===== src/rtl/irq_bank_pkg.sv =====
`timescale 1ns/1ps
package irq_bank_pkg;
  localparam int unsigned REG_SEL_W = 3;  // offsets per group

  typedef enum logic [REG_SEL_W-1:0] {
    REG_CAUSE = 3'd0,
    REG_MASK  = 3'd1,
    REG_MSET  = 3'd2,
    REG_MCLR  = 3'd3,
    REG_MODE  = 3'd4,
    REG_MVAL  = 3'd5
  } grp_reg_e;
endpackage


===== src/rtl/irq_cause_group.sv =====
`timescale 1ns/1ps
module irq_cause_group
  import irq_bank_pkg::*;
#(
  parameter int unsigned DW = 32
) (
  input  logic          clk_i,
  input  logic          rst_ni,
  input  logic [DW-1:0] evt_i,
  input  logic          sel_i,
  input  logic          we_i,
  input  grp_reg_e      reg_i,
  input  logic [DW-1:0] wdata_i,
  output logic [DW-1:0] rdata_o,
  output logic          active_o
);
  logic [DW-1:0] cause_q, mask_q, mode_q;
  logic [DW-1:0] clr, cause_d, mask_d, mode_d;
  logic rd_cause, wr_cause, wr_mset, wr_mclr, wr_mode;

  assign rd_cause = sel_i && !we_i && (reg_i == REG_CAUSE);
  assign wr_cause = sel_i &&  we_i && (reg_i == REG_CAUSE);
  assign wr_mset  = sel_i &&  we_i && (reg_i == REG_MSET);
  assign wr_mclr  = sel_i &&  we_i && (reg_i == REG_MCLR);
  assign wr_mode  = sel_i &&  we_i && (reg_i == REG_MODE);

  always_comb begin
    clr = '0;
    if (wr_cause) clr = clr | (wdata_i & ~mode_q);
    if (rd_cause) clr = clr | mode_q;
    cause_d = (cause_q & ~clr) | evt_i;  // event beats clear
    mask_d  = mask_q;
    if (wr_mset) mask_d = mask_q | wdata_i;
    if (wr_mclr) mask_d = mask_q & ~wdata_i;
    mode_d  = wr_mode ? wdata_i : mode_q;
  end

  always_ff @(posedge clk_i or negedge rst_ni) begin
    if (!rst_ni) begin
      cause_q <= '0;
      mask_q  <= '1;
      mode_q  <= '0;
    end else begin
      cause_q <= cause_d;
      mask_q  <= mask_d;
      mode_q  <= mode_d;
    end
  end

  always_comb begin
    case (reg_i)
      REG_CAUSE: rdata_o = cause_q;
      REG_MASK:  rdata_o = mask_q;
      REG_MODE:  rdata_o = mode_q;
      REG_MVAL:  rdata_o = cause_q & ~mask_q;
      default:   rdata_o = '0;
    endcase
  end

  assign active_o = |(cause_q & ~mask_q);


  evt_sets_chk: assert property (@(posedge clk_i) disable iff (!rst_ni)
    (evt_i != '0) |=> ((cause_q & $past(evt_i)) == $past(evt_i)));

  no_spurious_set_chk: assert property (@(posedge clk_i) disable iff (!rst_ni)
    ((cause_q & ~$past(cause_q) & ~$past(evt_i)) == '0));

  cor_clear_chk: assert property (@(posedge clk_i) disable iff (!rst_ni)
    rd_cause |=> ((cause_q & $past(mode_q) & ~$past(evt_i)) == '0));

  mask_set_chk: assert property (@(posedge clk_i) disable iff (!rst_ni)
    wr_mset |=> ((mask_q & $past(wdata_i)) == $past(wdata_i)));

  mask_clr_chk: assert property (@(posedge clk_i) disable iff (!rst_ni)
    wr_mclr |=> ((mask_q & $past(wdata_i)) == '0));
endmodule


===== src/rtl/irq_summary.sv =====
`timescale 1ns/1ps
module irq_summary #(
  parameter int unsigned NG = 3,
  parameter int unsigned DW = 32
) (
  input  logic          clk_i,
  input  logic          rst_ni,
  input  logic [NG-1:0] active_i,
  input  logic          rd_sum_i,
  input  logic          wr_swm_i,
  input  logic [DW-1:0] wdata_i,
  output logic [NG-1:0] sum_o,
  output logic [DW-1:0] swm_o,
  output logic          irq_o
);
  logic [NG-1:0] sum_q;
  logic [DW-1:0] swm_q;
  logic          irq_q;

  always_ff @(posedge clk_i or negedge rst_ni) begin
    if (!rst_ni) begin
      sum_q <= '0;
      swm_q <= '1;
      irq_q <= 1'b0;
    end else begin
      sum_q <= (rd_sum_i ? '0 : sum_q) | active_i;
      if (wr_swm_i) swm_q <= wdata_i;
      irq_q <= |(active_i & ~swm_q[NG-1:0]);
    end
  end

  assign sum_o = sum_q | active_i;
  assign swm_o = swm_q;
  assign irq_o = irq_q;


  irq_blocked_chk: assert property (@(posedge clk_i) disable iff (!rst_ni)
    (&swm_q[NG-1:0]) |=> !irq_o);

  irq_follow_chk: assert property (@(posedge clk_i) disable iff (!rst_ni)
    (|(active_i & ~swm_q[NG-1:0])) |=> irq_o);

  sum_cor_chk: assert property (@(posedge clk_i) disable iff (!rst_ni)
    (rd_sum_i && (active_i == '0)) |=> (sum_q == '0));
endmodule


===== src/rtl/irq_cause_bank.sv =====
`timescale 1ns/1ps
module irq_cause_bank
  import irq_bank_pkg::*;
#(
  parameter int unsigned DW = 32,
  parameter int unsigned NG = 3,
  parameter int unsigned AW = 5
) (
  input  logic             clk_i,
  input  logic             rst_ni,
  input  logic [NG*DW-1:0] evt_i,
  input  logic             req_i,
  input  logic             we_i,
  input  logic [AW-1:0]    addr_i,
  input  logic [DW-1:0]    wdata_i,
  output logic [DW-1:0]    rdata_o,
  output logic             irq_o
);
  localparam int unsigned GIW      = AW - REG_SEL_W;
  localparam int unsigned SUM_ADDR = NG << REG_SEL_W;
  localparam int unsigned SWM_ADDR = SUM_ADDR + 1;

  logic [GIW-1:0] grp_idx;
  grp_reg_e       reg_sel;
  logic [NG-1:0]  active;
  logic [DW-1:0]  grp_rdata [NG];
  logic [NG-1:0]  sum_val;
  logic [DW-1:0]  swm_val;
  logic           hit_sum, hit_swm;

  assign grp_idx = addr_i[AW-1:REG_SEL_W];
  assign reg_sel = grp_reg_e'(addr_i[REG_SEL_W-1:0]);
  assign hit_sum = (int'(addr_i) == SUM_ADDR);
  assign hit_swm = (int'(addr_i) == SWM_ADDR);

  for (genvar g = 0; g < NG; g++) begin : g_grp
    irq_cause_group #(.DW(DW)) i_grp (
      .clk_i    (clk_i),
      .rst_ni   (rst_ni),
      .evt_i    (evt_i[g*DW +: DW]),
      .sel_i    (req_i && (int'(grp_idx) == g)),
      .we_i     (we_i),
      .reg_i    (reg_sel),
      .wdata_i  (wdata_i),
      .rdata_o  (grp_rdata[g]),
      .active_o (active[g])
    );
  end

  irq_summary #(.NG(NG), .DW(DW)) i_sum (
    .clk_i    (clk_i),
    .rst_ni   (rst_ni),
    .active_i (active),
    .rd_sum_i (req_i && !we_i && hit_sum),
    .wr_swm_i (req_i && we_i && hit_swm),
    .wdata_i  (wdata_i),
    .sum_o    (sum_val),
    .swm_o    (swm_val),
    .irq_o    (irq_o)
  );

  always_comb begin
    rdata_o = '0;
    for (int g = 0; g < NG; g++)
      if (int'(grp_idx) == g) rdata_o = grp_rdata[g];
    if (hit_sum) begin
      rdata_o = '0;
      rdata_o[NG-1:0] = sum_val;
    end
    if (hit_swm) rdata_o = swm_val;
  end
endmodule


===== config.mk =====
export PLATFORM = sky130hd
export DESIGN_NAME = irq_cause_bank
export DESIGN_NICKNAME = d
export VERILOG_FILES = /design/src/rtl/irq_bank_pkg.sv /design/src/rtl/irq_cause_group.sv /design/src/rtl/irq_summary.sv /design/src/rtl/irq_cause_bank.sv
export SDC_FILE = /design/constraint.sdc
export NUM_CORES = 1
export LEC_CHECK = 0
export BUFFER_PORTS_ARGS = -buffer_cell sky130_fd_sc_hd__buf_2
export CORE_AREA = 2 2 169 171
export DETAILED_ROUTE_END_ITERATION = 10
export DIE_AREA = 0 0 171 173
export PLACE_DENSITY_LB_ADDON = 0.25
export SETUP_SLACK_MARGIN = 0.4
export SLEW_MARGIN = 10
export SYNTH_ARGS = -nofsm -noshare
export SYNTH_HDL_FRONTEND = slang
export SYNTH_SLANG_ARGS = --single-unit

===== constraint.sdc =====
create_clock -name clk_i -period 6.6 [get_ports clk_i]
set_clock_uncertainty 0.1 [all_clocks]
set_input_delay 0.66 -clock clk_i [delete_from_list [all_inputs] [get_ports clk_i]]
set_output_delay 0.66 -clock clk_i [all_outputs]
set_load 0.03 [all_outputs]

# Yosys cells after proc, flatten, opt, wreduce, memory -nomap -nowiden
# Index checks and enable logic that the tools add are counted.
[totals] reg_bits=324 in_bits=137 output_inout_bits=33 elab_cells=115
[op_classes] eq_ne=9 muxes=21 bitwise=35 n_reduce_logical=38
[op_table] op="$mux 32" count=17
[op_table] op="$and 32x32->32" count=12
[op_table] op="$pmux 32 s4" count=3
[op_table] op="$not 32->32" count=10
[op_table] op="$or 32x32->32" count=9
[op_table] op="$reduce_or 32->1" count=3
[op_table] op="$logic_and 1x1->1" count=28
[op_table] op="$eq 5x5->1 const B" count=2
[op_table] op="$eq 3x2->1 const B" count=2
[op_table] op="$eq 3x3->1 const B" count=2
[op_table] op="$or 3x3->3" count=2
[op_table] op="$reduce_bool 2->1" count=3
[op_table] op="$eq 2x2->1 const B" count=2
[op_table] op="$and 3x3->3" count=1
[op_table] op="$eq 3x1->1 const B" count=1
[op_table] op="$logic_not 3->1" count=1
[op_table] op="$mux 3" count=1
[op_table] op="$not 3->3" count=1
[op_table] op="$reduce_or 3->1" count=1
[op_table] op="$logic_not 2->1" count=1
[op_table] op="$logic_not 1->1" count=1

# Logic depth before layout (Yosys ltp)
# Gate-level depths: netlist (run 1).
[depth] depth_word=10 ltp_mapped=9 ltp_nobuf=5

# By module
# From an unflattened synthesis (run 1), not the netlist that was laid out.
[unflattened] hier_cells=1959 hier_area_um2=20030.5
[by_module_without_submodules] module="irq_cause_group" n_inst=3 cells_each=584 area_each_um2=5814.3 seq_area_each_um2=2442.3
[by_module_without_submodules] module="irq_summary" n_inst=1 cells_each=83 area_each_um2=1552.7 seq_area_each_um2=940.9
[by_module_without_submodules] module="irq_cause_bank" n_inst=1 cells_each=124 area_each_um2=1034.7 seq_area_each_um2=0.0

# Worst setup path after synthesis (run 1)
# Ideal clock, no wire load.
[synth_path] kind="input to output" startpoint="in addr_i[3]" endpoint="out rdata_o[6]" t_arrival_ps=2517 required_time_ps=5840 setup_slack_ps=3323 cell_stages=7 path_buffers=3 cell_sequence="clkbuf_1 > or2_1 > clkbuf_1 > clkbuf_1 > a221o_1 > a21oi_1 > o31ai_1"
[synth_between] elab_chain_len=6 word_cells_on_any_way=10 cone_classes="eq/ne (4); mux (5); reduce/logical (1)"
[synth_lines] element="start, declared" line_no="irq_cause_bank.sv:14" rtl="input logic [AW-1:0] addr_i,"
[synth_lines] element="$logic_not 2->1" line_no="irq_cause_bank.sv:65" rtl="if (int'(grp_idx) == g) rdata_o = grp_rdata[g];"
[synth_lines] element="$mux 32 (3 in a row)" line_no="irq_cause_bank.sv:65"
[synth_lines] element="$mux 32" line_no="irq_cause_bank.sv:66" rtl="if (hit_sum) begin"
[synth_lines] element="$mux 32 *" line_no="irq_cause_bank.sv:70" rtl="if (hit_swm) rdata_o = swm_val;"
[synth_lines] element="end, declared" line_no="irq_cause_bank.sv:16" rtl="output logic [DW-1:0] rdata_o,"
# Mark *: on every way between the ends. The rest lies on a longest branch, timed or not.

# Worst setup path in the final report (run 1)
[layout_path] startpoint="in addr_i[2]" endpoint="out rdata_o[21]"
[layout_between] elab_chain_len=7 word_cells_on_any_way=14 cone_classes="eq/ne (5); mux (8); reduce/logical (1)"
[layout_lines] element="$eq 3x3->1 (tied with other cells)" line_no="irq_cause_group.sv:51" rtl="case (reg_i)"
[layout_lines] element="$pmux 32 s4" line_no="irq_cause_group.sv:51"
[layout_lines] element="$mux 32 (3 in a row)" line_no="irq_cause_bank.sv:65"
[layout_lines] element="$mux 32" line_no="irq_cause_bank.sv:66"
[layout_lines] element="$mux 32 *" line_no="irq_cause_bank.sv:70"
# Marks and branches as above.

==> summary.md, run 1 <==
| Metric | Value |
|---|---|
| Via count of the first global-routing pass | 15,700 |
| Timing endpoint of the critical path | rdata_o[21] |
| Router iterations before antenna repair | 6 |
| Buffers on Ports | 169 |
| Post-route ant nets | 0 |
| Share of synthesized registers carrying an async set or reset | 1.00 |
| NetSw | 1.53 mW |
| Number of failing hold endpoints at the final stage | 0 |
| Syn_area_per_cell | 10.2 um^2 |
| Antenna violations before repair | 3 |
| Synthesis-stage register bit count | 324 |
| Number of sinks on the clock net | 324 |
| MaxCap Viol Count | 0 |
| Clock root buffer | sky130_fd_sc_hd__clkbuf_16 |
| Height of the chip | 173 um |
| Maximum number of pins on one net before global-route repair | 165 |
| Worst hold path class | in -> async |
| Unique cell type count in the Yosys netlist | 65 |
| Tcrit/Tclk final | 0.664 |
| Fin util | 0.724 |
| Clock Path Buffers | 3 |
| Detailed Route WL | 61.1 mm |
| Pin slew with the least headroom to its limit | 1270 ps |
| Cell Rows | 61 |
| Total gr overflow | 0 |
| Setup violation total in the final timing report | 0 |
| Minimum clock period | 4380 ps |
| Post-synth EDFFs | 0 |
| Area Growth Syn to Fin | 12.7% |
| Post-synth top flop | sky130_fd_sc_hd__dfrtp_1 |
| Endpoint required time on the critical path | 5840 ps |
| Max H-tree Level | 2 |
| Relative slew margins | 0.157 |
| Initial core utilization | 0.643 |
| Power density over the cells | 267 nW/um^2 |
| Worst R2R Path Depth | 5 |
| Sequential share of the synthesized area | 0.466 |
| Clock tree from TritonCTS | built |
| Count of nets after finishing | 1,961 |
| Share of total power in sequential cells | 0.463 |
| Clock transition at the registers of the reported paths | 50 ps |
| Pins over their slew limit | 0 |
| Highest clock frequency the design can meet | 228 MHz |
| Highest ir drop seen on vdd | 0.168 mV |
| Startpoint kind of the worst setup timing path | input port |
| WP data arrival | 3620 ps |
| Final sum of negative setup slack | 0 ps |
| CP Capture Type | output port |
| Count of pins on the block boundary | 170 |
| Net count after synthesis | 1,872 |
| Global-route wire length before repair | 93.1 mm |
| Final estimated routing congestion in global placement | 0.934 |
| Instance count of the mapped netlist | 1,735 |
| Internal Pwr Total | 3.81 mW |
| Core region area | 27,600 um^2 |
| Final routed DRC violation total | 0 |
| Endpoint of the most critical register-to-register path | i_sum.irq_o |
| Biggest fanout along the worst timing path | 42 |
| Class of the most critical setup path | in -> out |
| Number of warnings issued by yosys | 0 |
| Vias after detailed routing | 16,000 |
| Initial drt markers | 2,442 |
| Clock buffers created by TritonCTS | 37 |
| LEAKAGE | 8.15 nW |
| Overall global routing resource usage | 0.412 |
| Unrepaired setup endpoints after global routing | false |
| Top library cells by usage in the layout, fill and taps aside | 196 x sky130_fd_sc_hd__dfrtp_1, 194 x sky130_fd_sc_hd__nand2_1, 176 x sky130_fd_sc_hd__mux2_1 |
| Setup bufs post-CTS | 0 |
| Wire length per cell after detailed routing | 27.4 um |
| Summed instance area of the synthesized netlist | 17,800 um^2 |
| Filler instances | 2,005 |
| Result of the run | complete, no violations |
| Full die area | 29,600 um^2 |
| Share of cells above drive strength 1 | 0.223 |
| Via density per instance | 7.19 |
| Most common cell after layout, fill and taps aside | sky130_fd_sc_hd__dfrtp_1 |
| Switching fraction of total power | 0.287 |
| Gates resized, CTS repair | 0 |
| Number of hold buffers added after cts | 0 |
| Clk pwr share | 0.381 |
| Logic gate share of total power | 0.156 |
| Flop-to-flop setup slack | 3750 ps |
| Insertion delay to the later sink of the worst-skew pair | 530 ps |
| Die span in x | 171 um |
| Placed wire-length estimate after detailed placement | 39.9 mm |
| Start point of the critical path | addr_i[2] |
synth_stat cells (all sizes together) (19+ instances only):
cell type	instances	area, um^2
clkbuf	109	409
nand2	194	728
mux2	176	1980
nor2	25	93.8
a221oi	30	263
nand3b	102	766
a21oi	92	460
buf	47	250
nor2b	19	119
o21ai	90	450
a31o	96	841
nand2b	99	619
a31oi	72	450
dfrtp	196	4900
mux2i	25	250
a221o	39	390
dfstp	128	3360
inv	23	86.3
metal layers:
| layer | share of wire | global-route usage | up-vias | routed length [um] |
|---|---|---|---|---|
| li1 | - | - | 6663 | - |
| met5 | 0.00021 | 0 | - | 13 |
| met3 | 0.13 | 0.120 | 324 | 8230 |
| met2 | 0.43 | 0.607 | 1240 | 26300 |
| met4 | 0.072 | 0.241 | 2 | 4400 |
| met1 | 0.36 | 0.542 | 7820 | 22200 |
power by group through the flow:
stage	Clock (mW)	Sequential, mW	Combinational, mW
2_1_floorplan	0	2.43	0.522
4_1_cts	2.03	2.47	0.807
6_report	2.04	2.48	0.832
5_1_grt	2.12	2.50	0.881
3_3_place_gp	0	2.48	0.775
3_5_place_dp	0	2.49	0.799
logic make-up (layout without fill, tap and decap cells):
group	after synthesis	count (layout)	share of synthesized area
other	0	3	0
and+or+nand+nor	509	509	0.157
buffers and inverters	179	296	0.0420
DFF	324	324	0.466
muxes	201	201	0.126
AOI/OAI and AO/OA	522	522	0.210
cell type report:
class | instances | area [um^2] | area share
Tap cell | 378 | 473 | 0.0236
Multi-Input combinational cell | 1232 | 8830 | 0.441
Antenna cell | 3 | 7.51 | 0.000375
Timing Repair Buffer | 206 | 1150 | 0.0574
Clock inverter | 6 | 33.8 | 0.00169
Sequential cell | 324 | 8270 | 0.413
Inverter | 23 | 86.3 | 0.00432
Clock buffer | 61 | 1160 | 0.0579
stage by stage:
| stage | total power, mW | cell area, um^2 | std cells | setup slack (ps) | hold WS (ps) |
|---|---|---|---|---|---|
| after detailed placement | 3.29 | 18800 | 2163 | 2280 | 360 |
| after CTS | 5.30 | 20000 | 2230 | 2370 | 96.0 |
| final | 5.35 | 20000 | 2233 | 2220 | 76.1 |
| after global placement | 3.25 | 18800 | 2163 | 2400 | 350 |
| after global routing | 5.50 | 20000 | 2230 | 2200 | 126 |
| after floorplan | 2.95 | 17800 | 1735 | 3320 | 264 |
worst min-delay path by stage:
stage / startpoint / endpoint
global placement: i_sum.sum_q[2] / i_sum.sum_q[2]
floorplan: rst_ni / g_grp[0].i_grp.cause_q[0]
finish: rst_ni / g_grp[0].i_grp.cause_q[5]
global route: rst_ni / g_grp[0].i_grp.cause_q[4]
CTS: rst_ni / g_grp[1].i_grp.mode_q[6]
detailed placement: i_sum.sum_q[2] / i_sum.sum_q[2]
worst max-delay path: stages:
cell and delay (ps):
sky130_fd_sc_hd__buf_2 720, sky130_fd_sc_hd__buf_4 580, sky130_fd_sc_hd__nor2b_2 210, sky130_fd_sc_hd__buf_4 290, sky130_fd_sc_hd__a21oi_1 350, sky130_fd_sc_hd__o221ai_1 310, sky130_fd_sc_hd__and3_1 300, sky130_fd_sc_hd__buf_2 170
(Power assumes the default switching activity.)
==> run 2, diff against run 1 <==
- CORE_AREA: 2 2 169 171 -> 2 2 176 178
- DIE_AREA: 0 0 171 173 -> 0 0 178 180
- clock period: 6.6 -> 4.1 ns (I/O delays scaled with it)
==> run 2 against run 1 <==
Clock power is 67% higher. Flip-flop and latch count stayed put. Count of clock-buffer cells in the layout is 5 lower. First-iteration DRC count is 12% lower. Register-to-register slack worse by 2200 ps. Wire length is 1.6% higher. Setup slack worse by 1800 ps. Critical endpoint is now rdata_o[1]. Cell count is 5.6% higher. Global-route usage is 2.6 points lower. Critical path type is now reg -> out. Via count is 0.98% higher.
==> summary.md, run 2 (synthesized netlist as in run 1, its figures left out) <==
| Metric | Value |
|---|---|
| Result of the run | complete, no violations |
| Clock buffers created by TritonCTS | 37 |
| Via count of the first global-routing pass | 16,100 |
| Endpoint required time on the critical path | 3590 ps |
| Tcrit/Tclk final | 0.905 |
| Minimum clock period | 3710 ps |
| Pins over their slew limit | 0 |
| Number of antenna cells inserted | 0 |
| Via density per instance | 6.88 |
| Post-route ant nets | 0 |
| Clock tree from TritonCTS | built |
| Placed wire-length estimate after detailed placement | 41.3 mm |
| Number of failing hold endpoints at the final stage | 0 |
| Relative slew margins | 0.294 |
| Die span in x | 178 um |
| Clock transition at the registers of the reported paths | 60 ps |
| Share of cells above drive strength 1 | 0.227 |
| LEAKAGE | 8.67 nW |
| Antenna violations before repair | 2 |
| Vias after detailed routing | 16,200 |
| Worst hold path class | in -> reg |
| Biggest fanout along the worst timing path | 3 |
| NetSw | 2.49 mW |
| WP data arrival | 3200 ps |
| Final routed DRC violation total | 0 |
| Startpoint kind of the worst setup timing path | register |
| MaxCap Viol Count | 0 |
| Count of nets after finishing | 2,069 |
| Full die area | 32,000 um^2 |
| Gates resized, CTS repair | 0 |
| Cell Rows | 64 |
| Wire length per cell after detailed routing | 26.3 um |
| Clock Path Buffers | 3 |
| Router iterations before antenna repair | 6 |
| Share of total power in sequential cells | 0.453 |
| Endpoint of the most critical register-to-register path | i_sum.irq_o |
| Highest ir drop seen on vdd | 0.327 mV |
| Count of pins on the block boundary | 170 |
| Most common cell after layout, fill and taps aside | sky130_fd_sc_hd__dfrtp_1 |
| Area Growth Syn to Fin | 19.4% |
| Top library cells by usage in the layout, fill and taps aside | 196 x sky130_fd_sc_hd__dfrtp_1, 194 x sky130_fd_sc_hd__nand2_1, 176 x sky130_fd_sc_hd__mux2_1 |
| Class of the most critical setup path | reg -> out |
| Overall global routing resource usage | 0.387 |
| Initial drt markers | 2,153 |
| Height of the chip | 180 um |
| Final estimated routing congestion in global placement | 0.956 |
| CP Capture Type | output port |
| Worst Setup Slack, final | 388 ps |
| Setup bufs post-CTS | 0 |
| Detailed Route WL | 62.1 mm |
| Clock root buffer | sky130_fd_sc_hd__clkbuf_16 |
| Clk pwr share | 0.388 |
| Internal Pwr Total | 6.30 mW |
| Number of sinks on the clock net | 324 |
| Switching fraction of total power | 0.283 |
| Logic gate share of total power | 0.160 |
| Global-route wire length before repair | 94.3 mm |
| Total gr overflow | 0 |
| Timing endpoint of the critical path | rdata_o[1] |
| Unrepaired setup endpoints after global routing | false |
| Highest clock frequency the design can meet | 269 MHz |
| Max H-tree Level | 2 |
| Power density over the cells | 415 nW/um^2 |
| Core region area | 30,200 um^2 |
| Pin slew with the least headroom to its limit | 1060 ps |
| Buffers on Ports | 169 |
| Insertion delay to the later sink of the worst-skew pair | 540 ps |
| Final sum of negative setup slack | 0 ps |
| Setup violation total in the final timing report | 0 |
| Placement Setup Slack | 901 ps |
| Worst R2R Path Depth | 5 |
| WHS Path Cells | 2 |
| Maximum number of pins on one net before global-route repair | 104 |
| Initial core utilization | 0.588 |
| Flop-to-flop setup slack | 1530 ps |
==> run 2: changes by cell type in the layout (fill, tap and decap cells not counted) <==
cell	delta
sky130_fd_sc_hd__buf_12	+9
sky130_fd_sc_hd__buf_4	+20
sky130_fd_sc_hd__bufinv_16	+2
sky130_fd_sc_hd__clkbuf_1	-3
sky130_fd_sc_hd__clkbuf_8	-2
sky130_fd_sc_hd__clkinvlp_4	+4
sky130_fd_sc_hd__diode_2	-3
sky130_fd_sc_hd__dlygate4sd3_1	+79
==> run 2: what timing repair did <==
action                                 CTS  global route
hold buffers                            79             0
setup endpoints to repair                0             0
endpoints found under the hold margin  146             0
==> run 2: critical path, cell delays in order (launching register included) <==
cell,delay [ps]
sky130_fd_sc_hd__dfstp_2,540
sky130_fd_sc_hd__nand2b_1,330
sky130_fd_sc_hd__o2111ai_1,200
sky130_fd_sc_hd__nor4_1,820
sky130_fd_sc_hd__nand3b_1,170
sky130_fd_sc_hd__a221o_1,400
sky130_fd_sc_hd__buf_2,200
==> run 2: area by class of cell <==
class                   instances  area (um^2)
repair buffers                314         2270
multi-input cells            1232         8830
flip-flops and latches        324         8270
well taps                     396          495
clock buffers                  56         1120
fillers                      2214         9000
clock inverters                12          124
inverters                      23         86.3
==> run 2: worst min path at each step <==
stage / slack [ps] / start / to
after floorplan: 10 / rst_ni / g_grp[0].i_grp.cause_q[0]
after global placement: 350 / i_sum.sum_q[2] / i_sum.sum_q[2]
after detailed placement: 360 / i_sum.sum_q[2] / i_sum.sum_q[2]
after CTS: 0.9 / evt_i[14] / g_grp[0].i_grp.cause_q[14]
after global routing: 6 / evt_i[45] / g_grp[1].i_grp.cause_q[13]
final: 3 / evt_i[79] / g_grp[2].i_grp.cause_q[15]
==> run 2: layer usage <==
metal	share of wire	wire (um)	vias up	track usage
met1	0.37	22900	7910	0.505
met3	0.12	7610	256	0.0954
li1	-	-	6866	-
met2	0.45	28200	1174	0.602
met5	0	0	-	0
met4	0.055	3440	0	0.189
==> run 2: power groups by stage <==
stage,Sequential (mW),Clock [mW],Combinational [mW]
finish,3.97,3.41,1.40
global route,4.02,3.53,1.50
CTS,3.96,3.42,1.37
detailed placement,4.01,0,1.31
global placement,3.99,0,1.27
floorplan,3.91,0,0.840
==> run 2: metrics by stage <==
stage | utilization | std cells | power [mW] | hold slack, ps | instance area, um^2
finish | 0.702 | 2357 | 8.78 | 3.03 | 21200
global route | 0.702 | 2357 | 9.05 | 5.72 | 21200
CTS | 0.702 | 2357 | 8.75 | 0.933 | 21200
detailed placement | 0.635 | 2210 | 5.32 | 363 | 19200
global placement | 0.635 | 2210 | 5.26 | 352 | 19200
floorplan | - | 1735 | 4.75 | 14.4 | 17800
==> run 3, diff against run 2 <==
- BUFFER_PORTS_ARGS: -buffer_cell sky130_fd_sc_hd__buf_2 -> -buffer_cell sky130_fd_sc_hd__clkbuf_2
- SETUP_SLACK_MARGIN: 0.4 -> 0.15
==> run 3 against run 2 <==
Via count rose by 0.11%. Setup slack improved by 130 ps. Register-to-register slack improved by 60 ps. Cell area down 0.36%. Clock power hardly changed. Largest power group unchanged. Core utilization shrank 0.25 points. Cell count down 0.25%. Maximum frequency grew 3.6%. Sequential share of layout area is 0.14 points higher. Sequential power is essentially flat.
==> summary.md, run 3 (synthesized netlist as in run 1, its figures left out) <==
| Metric | Value |
|---|---|
| Global-route wire length before repair | 95.3 mm |
| Post-placement cell area | 19,100 um^2 |
| Placed wire-length estimate after detailed placement | 40.6 mm |
| WP data arrival | 3070 ps |
| Total gr overflow | 0 |
| MaxCap Viol Count | 0 |
| Setup violation total in the final timing report | 0 |
| Gates resized, CTS repair | 0 |
| Tcrit/Tclk final | 0.874 |
| Clock buffers created by TritonCTS | 37 |
| Worst hold slack after final layout | 15.0 ps |
| Via count of the first global-routing pass | 16,400 |
| Highest ir drop seen on vdd | 0.430 mV |
| Clock transition at the registers of the reported paths | 60 ps |
| Initial core utilization | 0.588 |
| Final estimated routing congestion in global placement | 0.925 |
| Minimum clock period | 3580 ps |
| Number of hold buffers added after cts | 74 |
| Class of the most critical setup path | reg -> out |
| LEAKAGE | 8.64 nW |
| Via density per instance | 6.90 |
| Highest clock frequency the design can meet | 279 MHz |
| Final sum of negative setup slack | 0 ps |
| Detailed Route WL | 62.3 mm |
| Number of cells after detailed placement | 2,207 |
| Buffers on Ports | 169 |
| Insertion delay to the later sink of the worst-skew pair | 540 ps |
| Biggest fanout along the worst timing path | 3 |
| Area Growth Syn to Fin | 18.9% |
| Power density over the cells | 418 nW/um^2 |
| Placement Setup Slack | 845 ps |
| Cell Rows | 64 |
| Antenna violations before repair | 1 |
| Number of sinks on the clock net | 324 |
| Endpoint required time on the critical path | 3590 ps |
| CP Capture Type | output port |
| Worst hold path class | in -> reg |
| Worst Setup Slack, final | 516 ps |
| Initial drt markers | 1,951 |
| Filler instances | 2,224 |
| Startpoint kind of the worst setup timing path | register |
| Count of pins on the block boundary | 170 |
| Pin slew with the least headroom to its limit | 1050 ps |
| Height of the chip | 180 um |
| Most common cell after layout, fill and taps aside | sky130_fd_sc_hd__dfrtp_1 |
| Fin util | 0.699 |
| Total power of the final layout | 8.82 mW |
| Wire length per cell after detailed routing | 26.5 um |
| Share of cells above drive strength 1 | 0.224 |
| Top library cells by usage in the layout, fill and taps aside | 196 x sky130_fd_sc_hd__dfrtp_1, 194 x sky130_fd_sc_hd__nand2_1, 176 x sky130_fd_sc_hd__mux2_1 |
| Overall global routing resource usage | 0.390 |
| Unrepaired setup endpoints after global routing | false |
| Finished layout cell area | 21,100 um^2 |
| Pins over their slew limit | 0 |
| Final routed DRC violation total | 0 |
| Setup bufs post-CTS | 0 |
| Result of the run | complete, no violations |
| Relative slew margins | 0.303 |
| Core region area | 30,200 um^2 |
| Number of failing hold endpoints at the final stage | 0 |
| Clock tree from TritonCTS | built |
| Vias after detailed routing | 16,200 |
| Router iterations before antenna repair | 6 |
| Count of nets after finishing | 2,062 |
| Max H-tree Level | 2 |
| Die span in x | 178 um |
| Clock Path Buffers | 3 |
| Full die area | 32,000 um^2 |
| Number of non-filler instances in the completed layout | 2,351 |
| Maximum number of pins on one net before global-route repair | 122 |
| Post-route ant nets | 0 |
| Clock root buffer | sky130_fd_sc_hd__clkbuf_16 |
-- run 3: cell count changes in the layout (fill, tap and decap cells not counted), sizes merged --
cell         change
inv              +1
dlygate4sd3      -4
clkinvlp         -3
clkbuf         +171
buf            -170
diode            +1
clkinv           -3
bufinv           +1
-- run 3: final timing paths --
path / cells past startpoint / slack (ps) / from / to
worst max-delay path: 6 / 520 / register / rdata_o[2]
worst min-delay path: 2 / 10 / evt_i[34] / g_grp[1].i_grp.cause_q[2]
worst max register to register: 5 / 1590 / register / i_sum.irq_o
worst min register to register: 2 / 390 / i_sum.sum_q[2] / i_sum.sum_q[2]
max in group asynchronous: 3 / 2290 / rst_ni / i_sum.swm_o[8]
min in group asynchronous: 2 / 490 / rst_ni / g_grp[0].i_grp.cause_q[4]
-- run 3: layout make-up --
| type | instances | area [um^2] | share of cell area |
|---|---|---|---|
| Antenna cell | 1 | 2.50 | 0.000119 |
| Clock buffer | 60 | 1120 | 0.0533 |
| Clock inverter | 8 | 128 | 0.00604 |
| Inverter | 23 | 86.3 | 0.00409 |
| Multi-Input combinational cell | 1232 | 8830 | 0.418 |
| Sequential cell | 324 | 8270 | 0.392 |
| Tap cell | 396 | 495 | 0.0235 |
| Timing Repair Buffer | 307 | 2180 | 0.103 |
-- run 3: critical path: stages (launching register included) --
cell                       delay, ps
sky130_fd_sc_hd__dfstp_2         540
sky130_fd_sc_hd__nor2b_1          90
sky130_fd_sc_hd__a2111o_1        470
sky130_fd_sc_hd__nor4_1          590
sky130_fd_sc_hd__nand4b_1        240
sky130_fd_sc_hd__a221o_1         400
sky130_fd_sc_hd__clkbuf_2        210
-- run 3: where the power goes --
group          leakage [nW]  total, mW  internal, mW  switching [mW]
combinational          4.55       1.40         0.592           0.808
clock                 0.608       3.44          2.07            1.36
sequential             3.49       3.98          3.68           0.303
-- run 3: metal layers --
| metal | part of all wire | track usage | vias up |
|---|---|---|---|
| li1 | - | - | 6865 |
| met3 | 0.12 | 0.0990 | 258 |
| met2 | 0.45 | 0.607 | 1097 |
| met1 | 0.37 | 0.501 | 8002 |
| met4 | 0.057 | 0.203 | 2 |
| met5 | 0.00021 | 0 | - |
